**src/rtl/rpu_pkg.sv**
```systemverilog
package rpu_pkg;

  typedef enum logic [2:0] {
    CP_NONE    = 3'd0,
    CP_BYPASS  = 3'd1,
    CP_WTHRU   = 3'd2,
    CP_WBACK   = 3'd3,
    CP_ISOLATE = 3'd4
  } cache_pol_e;

  typedef enum logic [1:0] {
    CS_OK         = 2'd0,
    CS_FETCH_DENY = 2'd1,
    CS_LOAD_DENY  = 2'd2,
    CS_STORE_DENY = 2'd3
  } cause_e;

  typedef struct packed {
    logic       rd;
    logic       wr;
    logic       ex;
    cache_pol_e pol;
  } perm_t;

endpackage

```
**src/rtl/rpu_region_table.sv**
```systemverilog
module rpu_region_table #(
  parameter int IDX_W    = 3,
  parameter int ATTR_W   = 4,
  parameter int RST_ATTR = 2
) (
  input  logic              clk,
  input  logic              rst_n,
  input  logic              wr_en,
  input  logic [IDX_W-1:0]  wr_idx,
  input  logic [IDX_W-1:0]  wr_base,
  input  logic [ATTR_W-1:0] wr_attr,
  input  logic [IDX_W-1:0]  rd_idx,
  output logic [IDX_W-1:0]  rd_base,
  output logic [ATTR_W-1:0] rd_attr
);
  localparam int NREG = 1 << IDX_W;
  localparam logic [ATTR_W-1:0] RST_NIB = ATTR_W'(RST_ATTR);

  logic [IDX_W-1:0]  base_all [NREG];
  logic [ATTR_W-1:0] attr_all [NREG];

  for (genvar g = 0; g < NREG; g++) begin : g_ent
    localparam logic [IDX_W-1:0] MY_IDX = IDX_W'(g);
    logic              hit;
    logic [IDX_W-1:0]  base_q;
    logic [ATTR_W-1:0] attr_q;

    assign hit = wr_en && (wr_idx == MY_IDX);

    always_ff @(posedge clk) begin
      if (!rst_n) begin
        base_q <= MY_IDX;
        attr_q <= RST_NIB;
      end else if (hit) begin
        base_q <= wr_base;
        attr_q <= wr_attr;
      end
    end

    assign base_all[g] = base_q;
    assign attr_all[g] = attr_q;
  end

  assign rd_base = base_all[rd_idx];
  assign rd_attr = attr_all[rd_idx];
endmodule

```
**src/rtl/rpu_attr_select.sv**
```systemverilog
module rpu_attr_select #(
  parameter int IDX_W    = 3,
  parameter int ATTR_W   = 4,
  parameter int RST_ATTR = 2
) (
  input  logic                       clk,
  input  logic                       rst_n,
  input  logic                       ca_we,
  input  logic [(ATTR_W<<IDX_W)-1:0] ca_data,
  input  logic                       region_mode,
  input  logic [IDX_W-1:0]           idx,
  input  logic [ATTR_W-1:0]          region_attr,
  output logic [ATTR_W-1:0]          attr
);
  localparam int NREG = 1 << IDX_W;
  localparam int CA_W = ATTR_W * NREG;
  localparam logic [ATTR_W-1:0] RST_NIB = ATTR_W'(RST_ATTR);

  logic [CA_W-1:0]   ca_q;
  logic [ATTR_W-1:0] nib [NREG];

  always_ff @(posedge clk) begin
    if (!rst_n)     ca_q <= {NREG{RST_NIB}};
    else if (ca_we) ca_q <= ca_data;
  end

  for (genvar g = 0; g < NREG; g++) begin : g_nib
    assign nib[g] = ca_q[g*ATTR_W +: ATTR_W];
  end

  assign attr = region_mode ? region_attr : nib[idx];
endmodule

```
**src/rtl/rpu_attr_decode.sv**
```systemverilog
module rpu_attr_decode
  import rpu_pkg::*;
#(
  parameter int ATTR_W = 4
) (
  input  logic [ATTR_W-1:0] attr,
  input  logic              region_mode,
  output perm_t             perm
);
  always_comb begin
    perm = '{rd: 1'b0, wr: 1'b0, ex: 1'b0, pol: CP_NONE};
    case (attr)
      ATTR_W'(0):  perm = '{rd: 1'b1, wr: 1'b1, ex: 1'b0, pol: CP_WTHRU};
      ATTR_W'(1):  perm = '{rd: 1'b1, wr: 1'b1, ex: 1'b1, pol: CP_WTHRU};
      ATTR_W'(2):  perm = '{rd: 1'b1, wr: 1'b1, ex: 1'b1, pol: CP_BYPASS};
      ATTR_W'(3):  perm = '{rd: 1'b0, wr: 1'b0, ex: 1'b1, pol: CP_WBACK};
      ATTR_W'(4):  perm = '{rd: 1'b1, wr: 1'b1, ex: 1'b1, pol: CP_WBACK};
      ATTR_W'(5):  if (region_mode)
                     perm = '{rd: 1'b1, wr: 1'b1, ex: 1'b1, pol: CP_WBACK};
      ATTR_W'(14): perm = '{rd: 1'b1, wr: 1'b1, ex: 1'b0, pol: CP_ISOLATE};
      default:     ;
    endcase
  end
endmodule

```
**src/rtl/rpu_resp_stage.sv**
```systemverilog
module rpu_resp_stage #(
  parameter int PAY_W = 8
) (
  input  logic             clk,
  input  logic             rst_n,
  input  logic             in_valid,
  output logic             in_ready,
  input  logic [PAY_W-1:0] in_pay,
  output logic             out_valid,
  input  logic             out_ready,
  output logic [PAY_W-1:0] out_pay
);
  logic             vld_q;
  logic [PAY_W-1:0] pay_q;

  assign in_ready  = !vld_q || out_ready;
  assign out_valid = vld_q;
  assign out_pay   = pay_q;

  always_ff @(posedge clk) begin
    if (!rst_n) begin
      vld_q <= 1'b0;
      pay_q <= '0;
    end else if (in_ready) begin
      vld_q <= in_valid;
      if (in_valid) pay_q <= in_pay;
    end
  end
endmodule

```
**src/rtl/rpu_unit.sv**
```systemverilog
module rpu_unit
  import rpu_pkg::*;
#(
  parameter int ADDR_W   = 32,
  parameter int IDX_W    = 3,
  parameter int ATTR_W   = 4,
  parameter int RST_ATTR = 2
) (
  input  logic                       clk,
  input  logic                       rst_n,
  input  logic                       region_mode,
  input  logic                       cfg_ent_we,
  input  logic [IDX_W-1:0]           cfg_ent_idx,
  input  logic [ADDR_W-1:0]          cfg_ent_base,
  input  logic [ATTR_W-1:0]          cfg_ent_attr,
  input  logic                       cfg_ca_we,
  input  logic [(ATTR_W<<IDX_W)-1:0] cfg_ca_data,
  input  logic                       req_valid,
  output logic                       req_ready,
  input  logic [ADDR_W-1:0]          req_vaddr,
  input  logic [1:0]                 req_kind,
  output logic                       rsp_valid,
  input  logic                       rsp_ready,
  output logic [ADDR_W-1:0]          rsp_paddr,
  output logic [1:0]                 rsp_cause,
  output logic                       rsp_rd,
  output logic                       rsp_wr,
  output logic                       rsp_ex,
  output logic [2:0]                 rsp_cache
);
  localparam int OFF_W = ADDR_W - IDX_W;

  typedef struct packed {
    logic [ADDR_W-1:0] paddr;
    cause_e            cause;
    perm_t             perm;
  } resp_t;

  localparam int PAY_W = $bits(resp_t);

  logic [IDX_W-1:0]  idx;
  logic [IDX_W-1:0]  reg_base;
  logic [ATTR_W-1:0] reg_attr;
  logic [ATTR_W-1:0] sel_attr;
  perm_t             perm;
  resp_t             nxt, cur;
  logic [PAY_W-1:0]  cur_bits;

  assign idx = req_vaddr[ADDR_W-1 -: IDX_W];

  rpu_region_table #(.IDX_W(IDX_W), .ATTR_W(ATTR_W), .RST_ATTR(RST_ATTR)) u_table (
    .clk     (clk),
    .rst_n   (rst_n),
    .wr_en   (cfg_ent_we),
    .wr_idx  (cfg_ent_idx),
    .wr_base (cfg_ent_base[ADDR_W-1 -: IDX_W]),
    .wr_attr (cfg_ent_attr),
    .rd_idx  (idx),
    .rd_base (reg_base),
    .rd_attr (reg_attr)
  );

  rpu_attr_select #(.IDX_W(IDX_W), .ATTR_W(ATTR_W), .RST_ATTR(RST_ATTR)) u_sel (
    .clk         (clk),
    .rst_n       (rst_n),
    .ca_we       (cfg_ca_we),
    .ca_data     (cfg_ca_data),
    .region_mode (region_mode),
    .idx         (idx),
    .region_attr (reg_attr),
    .attr        (sel_attr)
  );

  rpu_attr_decode #(.ATTR_W(ATTR_W)) u_dec (
    .attr        (sel_attr),
    .region_mode (region_mode),
    .perm        (perm)
  );

  always_comb begin
    nxt.perm  = perm;
    nxt.paddr = region_mode ? {reg_base, req_vaddr[OFF_W-1:0]} : req_vaddr;
    if (req_kind[1])            nxt.cause = perm.ex ? CS_OK : CS_FETCH_DENY;
    else if (req_kind[0])       nxt.cause = perm.wr ? CS_OK : CS_STORE_DENY;
    else                        nxt.cause = perm.rd ? CS_OK : CS_LOAD_DENY;
  end

  rpu_resp_stage #(.PAY_W(PAY_W)) u_out (
    .clk       (clk),
    .rst_n     (rst_n),
    .in_valid  (req_valid),
    .in_ready  (req_ready),
    .in_pay    (nxt),
    .out_valid (rsp_valid),
    .out_ready (rsp_ready),
    .out_pay   (cur_bits)
  );

  assign cur       = resp_t'(cur_bits);
  assign rsp_paddr = cur.paddr;
  assign rsp_cause = cur.cause;
  assign rsp_rd    = cur.perm.rd;
  assign rsp_wr    = cur.perm.wr;
  assign rsp_ex    = cur.perm.ex;
  assign rsp_cache = cur.perm.pol;
endmodule

```
**config.mk**
```make
export PLATFORM = sky130hd
export DESIGN_NAME = rpu_unit
export DESIGN_NICKNAME = d
export VERILOG_FILES = /design/src/rtl/rpu_pkg.sv /design/src/rtl/rpu_region_table.sv /design/src/rtl/rpu_attr_select.sv /design/src/rtl/rpu_attr_decode.sv /design/src/rtl/rpu_resp_stage.sv /design/src/rtl/rpu_unit.sv
export SDC_FILE = /design/constraint.sdc
export NUM_CORES = 1
export LEC_CHECK = 0
export BUFFER_PORTS_ARGS = -buffer_cell sky130_fd_sc_hd__buf_4
export CAP_MARGIN = 20
export CORE_ASPECT_RATIO = 0.8
export CORE_MARGIN = 2
export CORE_UTILIZATION = 40
export CTS_CLUSTER_DIAMETER = 80
export DETAILED_ROUTE_END_ITERATION = 7
export PLACE_DENSITY = 0.7
export SLEW_MARGIN = 20
export SYNTH_ARGS = -nofsm -noshare
export SYNTH_HDL_FRONTEND = slang
export SYNTH_HIERARCHICAL = 1
export SYNTH_SLANG_ARGS = --single-unit
```
**constraint.sdc**
```tcl
create_clock -name clk -period 6.8 [get_ports clk]
set_clock_uncertainty 0.1 [all_clocks]
set_input_delay 0.68 -clock clk [delete_from_list [all_inputs] [get_ports clk]]
set_output_delay 0.68 -clock clk [all_outputs]
set_load 0.005 [all_outputs]
```
==> results_tabular.tex <==
\begin{tabular}{lr}
\hline
Metric & Value \\
\hline
\multicolumn{2}{l}{\textbf{Outcome}} \\
Outcome & complete, no violations \\
\multicolumn{2}{l}{\textbf{Clocking}} \\
CTS tree & yes \\
Number of gates resized after cts & 0 \\
Maximum buffer depth of the clock tree & 2 \\
CTS buffer count & 17 \\
Post CTS Setup Buffer Count & 0 \\
H-tree lvl count & 4 \\
Clock transition at the registers of the reported paths & 0.06 ns \\
Total of hold buffers inserted after clock tree synthesis & 0 \\
Number of clock sinks seen by CTS & 129 \\
Buffer cell driving the clock tree root & sky130\_fd\_sc\_hd\_\_clkbuf\_16 \\
Clock latency reported for the late side of the worst-skew pair & 0.41 ns \\
\multicolumn{2}{l}{\textbf{Cells and area}} \\
Diodes inserted & 0 \\
Area growth from synthesis to layout & 23.9\% \\
Total Nets Final & 774 \\
Most frequent standard cell in the layout excluding fill and tap cells & sky130\_fd\_sc\_hd\_\_mux2i\_1 \\
Leading cell types in the layout, fill and taps excluded & 138 x sky130\_fd\_sc\_hd\_\_mux2i\_1, 129 x sky130\_fd\_sc\_hd\_\_dfxtp\_1, 126 x sky130\_fd\_sc\_hd\_\_buf\_4, 125 x sky130\_fd\_sc\_hd\_\_nand2\_1, 58 x sky130\_fd\_sc\_hd\_\_nor2b\_1 \\
Ratio of cells with drive above 1 in the final layout & 27.6\% \\
\multicolumn{2}{l}{\textbf{Placed design}} \\
Worst slack, placed & 3.33 ns \\
Final GP Congestion & 0.755 \\
Port bufs & 124 \\
Detailed Place HPWL & 9.23 mm \\
\multicolumn{2}{l}{\textbf{Min path}} \\
Kind of path behind the tightest hold check & register to register \\
End point of the most critical hold path & u\_out/out\_pay[1] \\
HP Start & u\_out/out\_pay[1] \\
Number of cells traversed by the worst hold path & 2 \\
\multicolumn{2}{l}{\textbf{Logic synthesis}} \\
EDFF count, synth & 0 \\
Number of nets produced by synthesis & 679 \\
Part of the Yosys area used for sequential elements & 43.1\% \\
Combined area of all synthesized cells & 5990 sq um \\
Post-synthesis instance total & 567 \\
Yosys warning count & 6 \\
Number of distinct standard cells referenced by the synthesized netlist & 34 \\
Fraction of registers with async set or reset after synthesis & 0\% \\
\#FFs+latches synth & 129 \\
Mean Syn Cell Area & 10.6 sq um \\
Synth Flop Type & sky130\_fd\_sc\_hd\_\_dfxtp\_1 \\
\multicolumn{2}{l}{\textbf{Floorplan}} \\
Die area & 16000 sq um \\
Y dimension of the die & 113 microns \\
Initial cell density of the core & 41.5\% \\
IO Count & 154 \\
Die W & 141 microns \\
Site row count & 39 \\
Placeable core region & 14400 sq um \\
\multicolumn{2}{l}{\textbf{Critical path}} \\
FF-to-FF Start & u\_sel/ca\_q[6] \\
Data arrival time of the critical path & 3.28 ns \\
Type of the setup path with the least slack & input pin to register \\
Kind of start point of the critical path & input pin \\
Nature of the critical path endpoint & register \\
Highest net fanout along the worst path & 31 \\
CP required & 7.04 ns \\
R2R setup slack & 4.25 ns \\
Path depth of the worst reg2reg path & 10 \\
Endpoint of the worst register-to-register path & u\_out/out\_pay[7] \\
\multicolumn{2}{l}{\textbf{Detailed routing}} \\
Violation count after the first detailed-route iteration & 234 \\
Total via count in the routed design & 4265 \\
1st-pass router iterations & 4 \\
Routed length per placed instance & 15.8 microns \\
Routed wire length & 13.6 mm \\
Number of design rule violations left after detail routing & 0 \\
Post-detailed-route count of antenna-violating nets & 0 \\
Vias per Instance & 4.97 \\
\multicolumn{2}{l}{\textbf{STA}} \\
Worst-case headroom to the max-slew limit & 39.3\% \\
Setup-violating endpoint count in the final report & 0 \\
Final worst slack & 3.75 ns \\
Number of hold-slack violations in the final timing report & 0 \\
Min cycle time layout & 3.05 ns \\
Number of slew-limit violations in the final report & 0 \\
Max Clk Rate & 328 MHz \\
Setup tns final & 0 ns \\
RSZ-0062 raised after global routing & false \\
Final clock period utilization by the worst path & 44.8\% \\
Transition time at the pin with the least slew margin & 0.911 ns \\
\multicolumn{2}{l}{\textbf{Job}} \\
Number of max-cap violations & 0 \\
\multicolumn{2}{l}{\textbf{Global route}} \\
Number of antenna violations at the first check in global routing & 0 \\
Met1 Track Usage GR & 21.8\% \\
Global routing usage on met3 & 5.16\% \\
Total routing resource utilization after global routing & 17.2\% \\
Total congestion overflow & 0 \\
Met2 Track Usage GR & 28.6\% \\
Via count of the first global-routing pass & 4381 \\
Maximum number of pins on one net before global-route repair & 111 \\
Routing layer with the top usage in global route & met2 \\
Global-route wire length before repair & 21.6 mm \\
\multicolumn{2}{l}{\textbf{Power and ir drop}} \\
PwrDens & 260 nW/um\^{}2 \\
Worst IR drop on VDD & 0.176 mV \\
Leak & 0.00329 uW \\
\hline
\end{tabular}
-- logic make-up after synthesis --
| kind of cell | Yosys count | share of synthesized area (%) |
|---|---|---|
| AO/OA/AOI/OAI | 14 | 1.61 |
| multiplexers | 166 | 32.5 |
| flip-flops | 129 | 43.1 |
| AND/OR/NAND/NOR | 206 | 16.9 |
| buffers and inverters | 52 | 5.89 |
-- synthesized netlist by cell type, types with 2 or more instances --
cell | count | area (sq um)
sky130_fd_sc_hd__nand2_1 | 125 | 469
sky130_fd_sc_hd__nand3_1 | 4 | 20.0
sky130_fd_sc_hd__mux2_4 | 5 | 75.1
sky130_fd_sc_hd__nand2b_1 | 4 | 25.0
sky130_fd_sc_hd__and4bb_2 | 3 | 37.5
sky130_fd_sc_hd__a21oi_1 | 2 | 10.0
sky130_fd_sc_hd__mux2i_1 | 138 | 1380
sky130_fd_sc_hd__o21ai_1 | 5 | 25.0
sky130_fd_sc_hd__a21boi_0 | 4 | 30.0
sky130_fd_sc_hd__nand4b_1 | 3 | 26.3
sky130_fd_sc_hd__clkbuf_1 | 26 | 97.6
sky130_fd_sc_hd__dfxtp_1 | 129 | 2580
sky130_fd_sc_hd__mux4_1 | 8 | 210
sky130_fd_sc_hd__mux4_2 | 10 | 225
sky130_fd_sc_hd__buf_12 | 6 | 120
sky130_fd_sc_hd__buf_6 | 4 | 45.0
sky130_fd_sc_hd__mux2_2 | 5 | 56.3
sky130_fd_sc_hd__nor2b_1 | 58 | 363
sky130_fd_sc_hd__inv_1 | 2 | 7.51
sky130_fd_sc_hd__buf_2 | 12 | 60.1
-- critical path, cell delays in order --
cell	delay, ns
sky130_fd_sc_hd__buf_4	0.45
sky130_fd_sc_hd__mux2i_1	0.19
sky130_fd_sc_hd__mux4_2	0.53
sky130_fd_sc_hd__o21ai_1	0.43
sky130_fd_sc_hd__nor2b_1	0.20
sky130_fd_sc_hd__o21ai_1	0.07
sky130_fd_sc_hd__o211a_1	0.16
sky130_fd_sc_hd__or2_1	0.24
sky130_fd_sc_hd__a21oi_2	0.13
sky130_fd_sc_hd__nand2_1	0.05
sky130_fd_sc_hd__mux2i_1	0.14
-- state kept, by name, indices dropped and copies added (netlist names) --
register / flops
u_table/g_ent.base_q: 24
u_out/out_pay: 40
u_table/g_ent.attr_q: 32
u_out/out_valid: 1
u_sel/ca_q: 32
-- per-stage QoR --
stage	total power, uW	hold WS, ns	area [sq um]	utilization [%]	instances
after floorplan	967	0.333	5990	-	567
after global placement	1040	0.344	6830	47.3	827
after detailed placement	1050	0.351	6830	47.3	827
after CTS	1950	0.360	7430	51.4	859
after global routing	2010	0.377	7430	51.4	859
final	1930	0.358	7430	51.4	859
-- worst max-delay path by stage --
stage	from	end	slack [ns]	cells after the start
after CTS	req_vaddr[29]	u_out/out_pay[7]	3.76	11
after global routing	req_vaddr[29]	u_out/out_pay[7]	3.62	10
after floorplan	req_vaddr[29]	u_out/out_pay[7]	3.82	13
after detailed placement	req_vaddr[29]	u_out/out_pay[7]	3.33	11
after global placement	req_vaddr[29]	u_out/out_pay[7]	3.43	12
final	req_vaddr[29]	u_out/out_pay[7]	3.75	11
-- cell type report --
cell class | count | area, sq um
Clock buffer | 18 | 439
Clock inverter | 14 | 158
Fill cell | 1284 | 7020
Inverter | 2 | 7.51
Multi-Input combinational cell | 386 | 3060
Sequential cell | 129 | 2580
Tap cell | 184 | 230
Timing Repair Buffer | 126 | 946
-- power breakdown --
group,internal (uW),switching [uW],total [uW]
combinational,120,103,222
clock,553,341,895
sequential,792,18.3,811
-- metal layers --
layer / part of all wire, % / vias to the layer above
met5: 0 / -
met4: 1.1 / 0
met3: 5.5 / 12
met2: 48 / 108
met1: 46 / 2027
li1: - / 2118
Power figures use the tool's default switching activity.
